File: config.mk
export PLATFORM = sky130hd
export DESIGN_NAME = spi_menu_engine
export DESIGN_NICKNAME = d
export VERILOG_FILES = /design/src/rtl/spi_menu_pkg.sv /design/src/rtl/spi_menu_shift.sv /design/src/rtl/spi_menu_seq.sv /design/src/rtl/spi_menu_regs.sv /design/src/rtl/spi_menu_engine.sv
export SDC_FILE = /design/constraint.sdc
export NUM_CORES = 2
export LEC_CHECK = 0
export BUFFER_PORTS_ARGS = -buffer_cell sky130_fd_sc_hd__buf_4
export CAP_MARGIN = 20
export CORE_MARGIN = 2
export CORE_UTILIZATION = 30
export DETAILED_ROUTE_END_ITERATION = 8
export MAX_ROUTING_LAYER = met4
export PLACE_DENSITY = 0.47
export SLEW_MARGIN = 10
export SYNTH_ARGS = -nofsm -noshare
export SYNTH_HDL_FRONTEND = slang
export SYNTH_SLANG_ARGS = --single-unit
File: constraint.sdc
create_clock -name clk -period 3.8 [get_ports clk]
set_clock_uncertainty 0.05 [all_clocks]
set_input_delay 0.38 -clock clk [delete_from_list [all_inputs] [get_ports clk]]
set_output_delay 0.38 -clock clk [all_outputs]
set_load 0.05 [all_outputs]
File: src/rtl/spi_menu_pkg.sv
package spi_menu_pkg;
   typedef enum logic [2:0] {
      PH_IDLE,
      PH_PRE,
      PH_GAP,
      PH_OPC,
      PH_ADR,
      PH_DAT
   } phase_t;

   localparam logic [5:0] A_STAT  = 6'd0;
   localparam logic [5:0] A_CTRL  = 6'd1;
   localparam logic [5:0] A_ADRL  = 6'd2;
   localparam logic [5:0] A_ADRH  = 6'd3;
   localparam logic [5:0] A_PREF  = 6'd4;
   localparam logic [5:0] A_KIND  = 6'd5;
   localparam logic [3:0] A_MENU  = 4'b0010;
endpackage

File: src/rtl/spi_menu_shift.sv
module spi_menu_shift #(
   parameter int DIV = 2
) (
   input  logic       clk,
   input  logic       rst,
   input  logic       start,
   input  logic [7:0] tx,
   input  logic       miso,
   output logic       sck,
   output logic       mosi,
   output logic       done,
   output logic [7:0] rx
);
   logic       active;
   logic [3:0] hc;
   logic [7:0] txq;
   logic       tick;

   generate
      if (DIV == 1) begin : g_nodiv
         assign tick = 1'b1;
      end else begin : g_div
         localparam int DW = $clog2(DIV);
         localparam logic [DW-1:0] DLAST = DW'(DIV - 1);
         logic [DW-1:0] dc;
         always_ff @(posedge clk) begin
            if (rst || !active || tick) dc <= '0;
            else                        dc <= dc + 1'b1;
         end
         assign tick = (dc == DLAST);
      end
   endgenerate

   always_ff @(posedge clk) begin
      if (rst) begin
         active <= 1'b0;
         hc     <= '0;
         txq    <= '0;
         rx     <= '0;
         done   <= 1'b0;
      end else begin
         done <= 1'b0;
         if (!active) begin
            if (start) begin
               active <= 1'b1;
               txq    <= tx;
               hc     <= '0;
            end
         end else if (tick) begin
            if (!hc[0]) rx <= {rx[6:0], miso};
            hc <= hc + 1'b1;
            if (hc == 4'd15) begin
               active <= 1'b0;
               done   <= 1'b1;
            end
         end
      end
   end

   assign sck  = active & hc[0];
   assign mosi = active & txq[3'd7 - hc[3:1]];

   assert_start_idle_R10: assert property (@(posedge clk) disable iff (rst)
      start |-> !active);
endmodule

File: src/rtl/spi_menu_seq.sv
module spi_menu_seq
   import spi_menu_pkg::*;
#(
   parameter int DIV = 2,
   parameter int BW  = 6
) (
   input  logic          clk,
   input  logic          rst,
   input  logic          go,
   input  logic [7:0]    c_opcode,
   input  logic [1:0]    c_kind,
   input  logic [23:0]   c_addr,
   input  logic [BW-1:0] c_last,
   input  logic          c_den,
   input  logic          c_atomic,
   input  logic [7:0]    c_prefix,
   output logic [BW-1:0] buf_ridx,
   input  logic [7:0]    buf_rbyte,
   output logic          buf_we,
   output logic [BW-1:0] buf_widx,
   output logic [7:0]    buf_wbyte,
   output logic          busy,
   output logic          done,
   output logic          cs_n,
   output logic          sh_start,
   output logic [7:0]    sh_tx,
   input  logic          sh_done,
   input  logic [7:0]    sh_rx
);
   localparam int GAP = 2 * DIV;
   localparam int GW  = $clog2(GAP + 1);
   localparam logic [GW-1:0] GLAST = GW'(GAP - 1);
   localparam logic [BW-1:0] ALAST = BW'(2);

   phase_t        phase;
   logic [7:0]    opc_q;
   logic [1:0]    kind_q;
   logic [23:0]   addr_q;
   logic [BW-1:0] last_q;
   logic          den_q;
   logic [BW-1:0] idx;
   logic [GW-1:0] gap;
   logic [7:0]    data_tx;

   assign busy      = (phase != PH_IDLE);
   assign buf_ridx  = (phase == PH_DAT) ? idx + 1'b1 : '0;
   assign data_tx   = kind_q[0] ? buf_rbyte : 8'h00;
   assign buf_we    = sh_done && (phase == PH_DAT) && !kind_q[0];
   assign buf_widx  = idx;
   assign buf_wbyte = sh_rx;

   always_ff @(posedge clk) begin
      if (rst) begin
         phase <= PH_IDLE;
         cs_n <= 1'b1; sh_start <= 1'b0; sh_tx <= '0; done <= 1'b0;
         opc_q <= '0; kind_q <= '0; addr_q <= '0; last_q <= '0;
         den_q <= 1'b0; idx <= '0; gap <= '0;
      end else begin
         done     <= 1'b0;
         sh_start <= 1'b0;
         case (phase)
            PH_IDLE: if (go) begin
               opc_q <= c_opcode; kind_q <= c_kind; addr_q <= c_addr;
               last_q <= c_last; den_q <= c_den;
               cs_n <= 1'b0; sh_start <= 1'b1;
               phase <= c_atomic ? PH_PRE : PH_OPC;
               sh_tx <= c_atomic ? c_prefix : c_opcode;
            end
            PH_PRE: if (sh_done) begin
               cs_n <= 1'b1; gap <= '0; phase <= PH_GAP;
            end
            PH_GAP: begin
               if (gap == GLAST) begin
                  cs_n <= 1'b0; sh_tx <= opc_q; sh_start <= 1'b1;
                  phase <= PH_OPC;
               end else gap <= gap + 1'b1;
            end
            PH_OPC, PH_ADR: if (sh_done) begin
               if (kind_q[1] && (phase == PH_OPC || idx != ALAST)) begin
                  idx    <= (phase == PH_OPC) ? '0 : idx + 1'b1;
                  sh_tx  <= addr_q[23:16];
                  addr_q <= {addr_q[15:0], 8'h00};
                  sh_start <= 1'b1;
                  phase  <= PH_ADR;
               end else if (den_q) begin
                  idx <= '0; sh_tx <= data_tx; sh_start <= 1'b1;
                  phase <= PH_DAT;
               end else begin
                  cs_n <= 1'b1; done <= 1'b1; phase <= PH_IDLE;
               end
            end
            PH_DAT: if (sh_done) begin
               if (idx == last_q) begin
                  cs_n <= 1'b1; done <= 1'b1; phase <= PH_IDLE;
               end else begin
                  idx <= idx + 1'b1; sh_tx <= data_tx; sh_start <= 1'b1;
               end
            end
            default: phase <= PH_IDLE;
         endcase
      end
   end

   assert_done_deselect_R6: assert property (@(posedge clk) disable iff (rst)
      done |-> cs_n);
   assert_go_starts_R6: assert property (@(posedge clk) disable iff (rst)
      go |=> busy);
endmodule

File: src/rtl/spi_menu_regs.sv
module spi_menu_regs
   import spi_menu_pkg::*;
#(
   parameter int BUF_BYTES = 64,
   parameter int MENU_N    = 8,
   localparam int BW       = $clog2(BUF_BYTES)
) (
   input  logic          clk,
   input  logic          rst,
   input  logic          bus_wr,
   input  logic [5:0]    bus_addr,
   input  logic [1:0]    bus_be,
   input  logic [15:0]   bus_wdata,
   output logic [15:0]   bus_rdata,
   input  logic          seq_busy,
   input  logic          seq_done,
   input  logic          seq_we,
   input  logic [BW-1:0] seq_widx,
   input  logic [7:0]    seq_wbyte,
   input  logic [BW-1:0] seq_ridx,
   output logic [7:0]    seq_rbyte,
   output logic          go,
   output logic [7:0]    c_opcode,
   output logic [1:0]    c_kind,
   output logic [23:0]   c_addr,
   output logic [BW-1:0] c_last,
   output logic          c_den,
   output logic          c_atomic,
   output logic [7:0]    c_prefix
);
   generate
      if (BUF_BYTES < 4 || BUF_BYTES > 64 || (1 << BW) != BUF_BYTES) begin : g_bad_buf
         $error("BUF_BYTES must be a power of two from 4 to 64");
      end
      if (MENU_N != 8) begin : g_bad_menu
         $error("the 3-bit index field needs MENU_N of 8");
      end
   endgenerate

   logic [MENU_N-1:0][7:0] menu_q;
   logic [15:0]            kind_q, pref_q, ctl_q;
   logic [23:0]            addr_q;
   logic                   done_q, err_q, lock_q;
   logic [7:0]             buf_q [BUF_BYTES];

   logic          ctl_hit, go_req, stat_hit, cfg_ok;
   logic [2:0]    c_idx;
   logic [BW-2:0] wi;

   assign wi       = bus_addr[BW-2:0];
   assign ctl_hit  = bus_wr && bus_addr == A_CTRL;
   assign stat_hit = bus_wr && bus_addr == A_STAT && bus_be[0];
   assign go_req   = ctl_hit && bus_be[0] && bus_wdata[1];
   assign go       = go_req && !seq_busy;
   assign cfg_ok   = bus_wr && !lock_q;

   assign c_idx    = bus_wdata[6:4];
   assign c_opcode = menu_q[c_idx];
   assign c_kind   = kind_q[{c_idx, 1'b0} +: 2];
   assign c_addr   = addr_q;
   assign c_atomic = bus_wdata[2];
   assign c_prefix = bus_wdata[3] ? pref_q[15:8] : pref_q[7:0];
   assign c_last   = bus_be[1] ? bus_wdata[8 +: BW] : ctl_q[8 +: BW];
   assign c_den    = bus_be[1] ? bus_wdata[14]      : ctl_q[14];

   always_ff @(posedge clk) begin
      if (rst) begin
         menu_q <= '0; kind_q <= '0; pref_q <= '0; ctl_q <= '0; addr_q <= '0;
         done_q <= 1'b0; err_q <= 1'b0; lock_q <= 1'b0;
      end else begin
         if (ctl_hit && bus_be[0]) ctl_q[7:0]  <= bus_wdata[7:0] & 8'hFD;
         if (ctl_hit && bus_be[1]) ctl_q[15:8] <= bus_wdata[15:8];
         if (bus_wr && bus_addr == A_ADRL) begin
            if (bus_be[0]) addr_q[7:0]  <= bus_wdata[7:0];
            if (bus_be[1]) addr_q[15:8] <= bus_wdata[15:8];
         end
         if (bus_wr && bus_addr == A_ADRH && bus_be[0]) addr_q[23:16] <= bus_wdata[7:0];
         if (cfg_ok && bus_addr == A_PREF) begin
            if (bus_be[0]) pref_q[7:0]  <= bus_wdata[7:0];
            if (bus_be[1]) pref_q[15:8] <= bus_wdata[15:8];
         end
         if (cfg_ok && bus_addr == A_KIND) begin
            if (bus_be[0]) kind_q[7:0]  <= bus_wdata[7:0];
            if (bus_be[1]) kind_q[15:8] <= bus_wdata[15:8];
         end
         if (cfg_ok && bus_addr[5:2] == A_MENU) begin
            if (bus_be[0]) menu_q[{bus_addr[1:0], 1'b0}] <= bus_wdata[7:0];
            if (bus_be[1]) menu_q[{bus_addr[1:0], 1'b1}] <= bus_wdata[15:8];
         end
         if (bus_wr && bus_addr == A_STAT && bus_be[1] && bus_wdata[15]) lock_q <= 1'b1;
         if (seq_done)                          done_q <= 1'b1;
         else if (stat_hit && bus_wdata[2])     done_q <= 1'b0;
         if (go_req && seq_busy)                err_q <= 1'b1;
         else if (stat_hit && bus_wdata[3])     err_q <= 1'b0;
      end
   end

   always_ff @(posedge clk) begin
      if (bus_wr && bus_addr[5]) begin
         if (bus_be[0]) buf_q[{wi, 1'b0}] <= bus_wdata[7:0];
         if (bus_be[1]) buf_q[{wi, 1'b1}] <= bus_wdata[15:8];
      end
      if (seq_we) buf_q[seq_widx] <= seq_wbyte;
   end

   assign seq_rbyte = buf_q[seq_ridx];

   always_comb begin
      bus_rdata = '0;
      if (bus_addr[5]) bus_rdata = {buf_q[{wi, 1'b1}], buf_q[{wi, 1'b0}]};
      else if (bus_addr[5:2] == A_MENU)
         bus_rdata = {menu_q[{bus_addr[1:0], 1'b1}], menu_q[{bus_addr[1:0], 1'b0}]};
      else begin
         case (bus_addr)
            A_STAT:  bus_rdata = {lock_q, 11'd0, err_q, done_q, 1'b0, seq_busy};
            A_CTRL:  bus_rdata = ctl_q;
            A_ADRL:  bus_rdata = addr_q[15:0];
            A_ADRH:  bus_rdata = {8'h00, addr_q[23:16]};
            A_PREF:  bus_rdata = pref_q;
            A_KIND:  bus_rdata = kind_q;
            default: bus_rdata = '0;
         endcase
      end
   end

   assert_lock_sticky_R7: assert property (@(posedge clk) disable iff (rst)
      lock_q |=> lock_q);
   assert_cfg_frozen_R7: assert property (@(posedge clk) disable iff (rst)
      lock_q |=> ($stable(menu_q) && $stable(kind_q) && $stable(pref_q)));
   assert_hibyte_nogo_R8: assert property (@(posedge clk) disable iff (rst)
      (ctl_hit && !bus_be[0] && !seq_busy) |=> !seq_busy);
   assert_busy_go_err_R9: assert property (@(posedge clk) disable iff (rst)
      (go_req && seq_busy) |=> err_q);
endmodule

File: src/rtl/spi_menu_engine.sv
module spi_menu_engine #(
   parameter int BUF_BYTES = 64,
   parameter int SCK_DIV   = 2
) (
   input  logic        clk,
   input  logic        rst,
   input  logic        bus_wr,
   input  logic [5:0]  bus_addr,
   input  logic [1:0]  bus_be,
   input  logic [15:0] bus_wdata,
   output logic [15:0] bus_rdata,
   output logic        spi_sck,
   output logic        spi_cs_n,
   output logic        spi_mosi,
   input  logic        spi_miso
);
   localparam int BW = $clog2(BUF_BYTES);

   generate
      if (SCK_DIV < 1) begin : g_bad_div
         $error("SCK_DIV must be at least 1");
      end
   endgenerate

   logic          go, busy, done, buf_we, sh_start, sh_done, den, atomic;
   logic [7:0]    opcode, prefix, rbyte, wbyte, sh_tx, sh_rx;
   logic [1:0]    kind;
   logic [23:0]   addr;
   logic [BW-1:0] last, ridx, widx;

   spi_menu_regs #(.BUF_BYTES(BUF_BYTES), .MENU_N(8)) u_regs (
      .clk, .rst, .bus_wr, .bus_addr, .bus_be, .bus_wdata, .bus_rdata,
      .seq_busy(busy), .seq_done(done), .seq_we(buf_we), .seq_widx(widx),
      .seq_wbyte(wbyte), .seq_ridx(ridx), .seq_rbyte(rbyte), .go,
      .c_opcode(opcode), .c_kind(kind), .c_addr(addr), .c_last(last),
      .c_den(den), .c_atomic(atomic), .c_prefix(prefix));

   spi_menu_seq #(.DIV(SCK_DIV), .BW(BW)) u_seq (
      .clk, .rst, .go, .c_opcode(opcode), .c_kind(kind), .c_addr(addr),
      .c_last(last), .c_den(den), .c_atomic(atomic), .c_prefix(prefix),
      .buf_ridx(ridx), .buf_rbyte(rbyte), .buf_we, .buf_widx(widx),
      .buf_wbyte(wbyte), .busy, .done, .cs_n(spi_cs_n), .sh_start,
      .sh_tx, .sh_done, .sh_rx);

   spi_menu_shift #(.DIV(SCK_DIV)) u_shift (
      .clk, .rst, .start(sh_start), .tx(sh_tx), .miso(spi_miso),
      .sck(spi_sck), .mosi(spi_mosi), .done(sh_done), .rx(sh_rx));

   assert_sck_framed_R10: assert property (@(posedge clk) disable iff (rst)
      spi_sck |-> !spi_cs_n);
endmodule

==> run summary <==
Die area = 144000 µm²
Post-synthesis cell area = 42200 µm²
Vias in the first global route = 31600
R2r worst-path depth = 13
Worst Setup EP = u_seq.sh_tx[5]
Placed inst area = 45900 µm²
Top area cells in the synthesized netlist = edfxtp_1 (36%), mux2_2 (14%), mux4_2 (12%), dfxtp_1 (11%), mux2i_1 (4.4%)
Final hold violation count = 0
Worst min path class = in -> reg
Final setup viols = 0
Kind of critical path = reg -> reg
Via count = 33900
Gr usage total = 0.285
Startpoint Class = flip-flop
Req. time, crit path = 4.32 ns
Worst path depth = 13
Sequential share of the synthesized area = 0.471
Share of layout cells above drive strength 1 = 0.346
# IOs = 47
Async S/R FF share, synth = 0
Worst slack at placement = -0.0234 ns
FF-to-FF setup slack = 0.03 ns
Critical path capture point type = flip-flop
Yosys top cell area share = 0.364
Number of core rows = 137
Most frequent CP cell = buf_4
Vias per std cell = 6.13
Crit Path Max Fanout = 15
Worst-margin pin slew = 1.21 ns
IO Port Bufs = 46
Max-cap violations = 0
Cells along the critical path = inv_2 > ha_4 > buf_4 > and4bb_2 > buf_4 > a21oi_1 > a221oi_1 > buf_4 > o31ai_1 > buf_4 > nor4_1 > buf_4 > nor3_1
Die height = 379 µm
Worst path max stage delay = 0.67 ns
Slew Viols, Final = 0
Pin count of the biggest net entering global routing = 100
CTS root buf = clkbuf_16
Avg WL per Cell = 36.7 µm
Core Box Area = 140000 µm²
Initial antenna violation count = 15
DRC Markers = 0
Insertion delay to the later sink of the worst-skew pair = 0.77 ns
Post-Synthesis Net Count = 3545
Crit path buf inv count = 6
Yosys top cell by area = edfxtp_1
Antenna-violating nets left = 0
Worst Setup SP = u_seq.buf_widx[0]
Util after Layout = 0.350
NumNets Final = 3604
DR pass1 iterations = 6
Post-DP HPWL = 141000 µm
Placer's final routability congestion estimate = 1.00
Fmax = 265 MHz
Crit path max-delay family = buffers and inverters
Top FF cell, synth = edfxtp_1
PwrDens = 420 nW/µm²
Synth unique cells = 91
Status = completed
Period utilisation layout = 0.991
Synth Register Bits = 737
Data arrival, critical path = 4.29 ns
Mapped Cells = 3512
Area grow syn2layout = 15.9%
Worst reg2reg endpoint = u_seq.sh_tx[5]
RSZ-0062 raised after global routing = no
First-pass GRT wire length = 276000 µm
Clock Sink Count = 737
Aggregate global routing overflow = 0
Worst vdd ir = 0.365 mV
Die X = 379 µm
Tmin final = 3.77 ns
CTS tree = done
Post-CTS setup buffers = 0
Post-synth EDFFs = 512
CTS buffer count = 88
H-tree depth = 3
Leak = 0.0160 µW
Longest Clk Path Bufs = 3
Max_slew headroom = 0.193
Crit-path slowest cell = and4bb_2
Initial Utilization = 0.302
Clock Pin Slew Worst Setup and Hold Paths = 0.06 ns
DRT iter0 DRCs = 5164
Final WS setup = 0.0324 ns
Final WL = 203000 µm
Warning count from the yosys run = 0
Syn_area_per_cell = 12.0 µm²
Post-route cell area = 49000 µm²
FF-to-FF Start = u_seq.buf_widx[0]
[where the power goes]
part	total [µW]	internal, µW	leakage (µW)	switching, µW
combinational	2970	1100	0.00812	1870
sequential	8790	8660	0.00642	130
clock	8780	4950	0.00142	3830
[cells in the mapped netlist, types with 8 or more instances]
cell type	number
mux2_2	516
edfxtp_1	512
nand2_1	339
clkbuf_1	257
nor2_1	227
dfxtp_1	225
mux4_2	222
mux2i_1	185
a21oi_1	142
nand3_1	98
a211oi_1	82
o21ai_0	78
buf_2	66
o22ai_1	49
a22oi_1	44
nor3_1	40
a221oi_1	39
buf_1	32
a31oi_1	31
nor2b_1	21
and2_1	20
and3_1	18
o211ai_1	16
nor2_2	15
nand4_1	14
a311oi_1	12
nand2b_1	12
o31ai_1	11
or3_1	10
xor2_1	10
a222oi_1	9
nor4_1	9
o221ai_1	8
o2bb2ai_1	8
[worst reg2reg max path, stage by stage (launching register included)]
cell      delay, ns
dfxtp_4        0.40
inv_2          0.06
ha_4           0.26
buf_4          0.18
and4bb_2       0.67
buf_4          0.36
a21oi_1        0.11
a221oi_1       0.54
buf_4          0.20
o31ai_1        0.09
buf_4          0.16
nor4_1         0.25
buf_4          0.20
nor3_1         0.05
[logic make-up (layout without fill, tap and decap cells)]
family                     Yosys count  after routing  synth area share
other                                0              8                 0
DFF                                737            737             0.471
xor gates and xnor gates            14             14           0.00308
AOI/OAI and AO/OA                  599            599            0.0958
and+or+nand+nor                    860            860            0.0925
adders and majority gates            5              5           0.00148
buffers and inverters              373            504            0.0363
muxes                              924            924             0.300
[placed cells by master (no fill, tap or decap), types with 31 or more instances in the layout]
| cell type | n |
|---|---|
| a211oi_1 | 82 |
| a21oi_1 | 142 |
| a221oi_1 | 39 |
| a22oi_1 | 44 |
| a31oi_1 | 31 |
| buf_4 | 310 |
| clkbuf_16 | 88 |
| dfxtp_1 | 216 |
| edfxtp_1 | 512 |
| mux2_2 | 516 |
| mux2i_1 | 184 |
| mux4_2 | 222 |
| nand2_1 | 339 |
| nand3_1 | 96 |
| nor2_1 | 225 |
| nor3_1 | 38 |
| o21ai_0 | 77 |
| o22ai_1 | 49 |
[layout make-up]
class,count,area (µm²)
Clock inverter,49,596
Clock buffer,113,2340
Tap cell,1876,2350
Antenna cell,8,20.0
Sequential cell,737,19900
Inverter,8,30.0
Timing Repair Buffer,334,2730
Fill cell,13800,90700
Multi-Input combinational cell,2402,21000
[how the worst min path moves through the flow]
stage	startpoint	endpoint	slack [ns]	cells after the start
6_report	bus_wdata[1]	u_regs.pref_q[1]	0.05	3
4_1_cts	bus_wdata[1]	u_regs.kind_q[1]	0.02	3
2_1_floorplan	u_seq.done	u_regs.done_q	0.36	2
3_3_place_gp	u_regs.ctl_q[15]	u_regs.ctl_q[15]	0.39	2
3_5_place_dp	u_shift.txq[6]	u_shift.txq[6]	0.40	2
5_1_grt	bus_wdata[1]	u_regs.kind_q[1]	0.05	3
[sequential cells by signal (all words and copies together), names as in the netlist, 2 cells and up]
| name | flops |
|---|---|
| u_regs.menu_q | 64 |
| u_seq.sh_tx | 8 |
| u_seq.gap | 3 |
| u_seq.last_q | 6 |
| u_shift.hc | 4 |
| u_seq.kind_q | 2 |
| u_seq.phase | 3 |
| u_seq.buf_widx | 6 |
| u_shift.rx | 8 |
| u_regs.kind_q | 16 |
| u_regs.ctl_q | 15 |
| u_regs.c_addr | 24 |
| u_regs.pref_q | 16 |
| u_seq.addr_q | 24 |
| u_seq.opc_q | 8 |
| u_shift.txq | 8 |
| u_regs.buf_q | 512 |
[layer usage]
layer	vias to the layer above	part of all wire	GRT usage	routed length [µm]
met1	17600	0.42	0.392	85200
li1	13800	-	-	-
met2	2087	0.44	0.421	89800
met5	-	0	-	0
met4	0	0.047	0.109	9480
met3	401	0.089	0.0467	18100
[stage by stage]
step,power [µW],hold WS (ns),TNS [ns],cells
2_1_floorplan,10600,0.363,0,3512
3_3_place_gp,11800,0.391,-0.0289,5352
3_5_place_dp,11800,0.398,-0.0234,5353
4_1_cts,20500,0.0173,0,5519
5_1_grt,21000,0.0452,0,5520
6_report,20500,0.0512,0,5527
[timing repair]
action,in CTS,in global routing
resized for setup,4,3
hold buffers,4,0
endpoints found under the hold margin,4,0
pin swaps,1,0
endpoints found under the setup margin,2,2
Power figures use the tool's default switching activity.
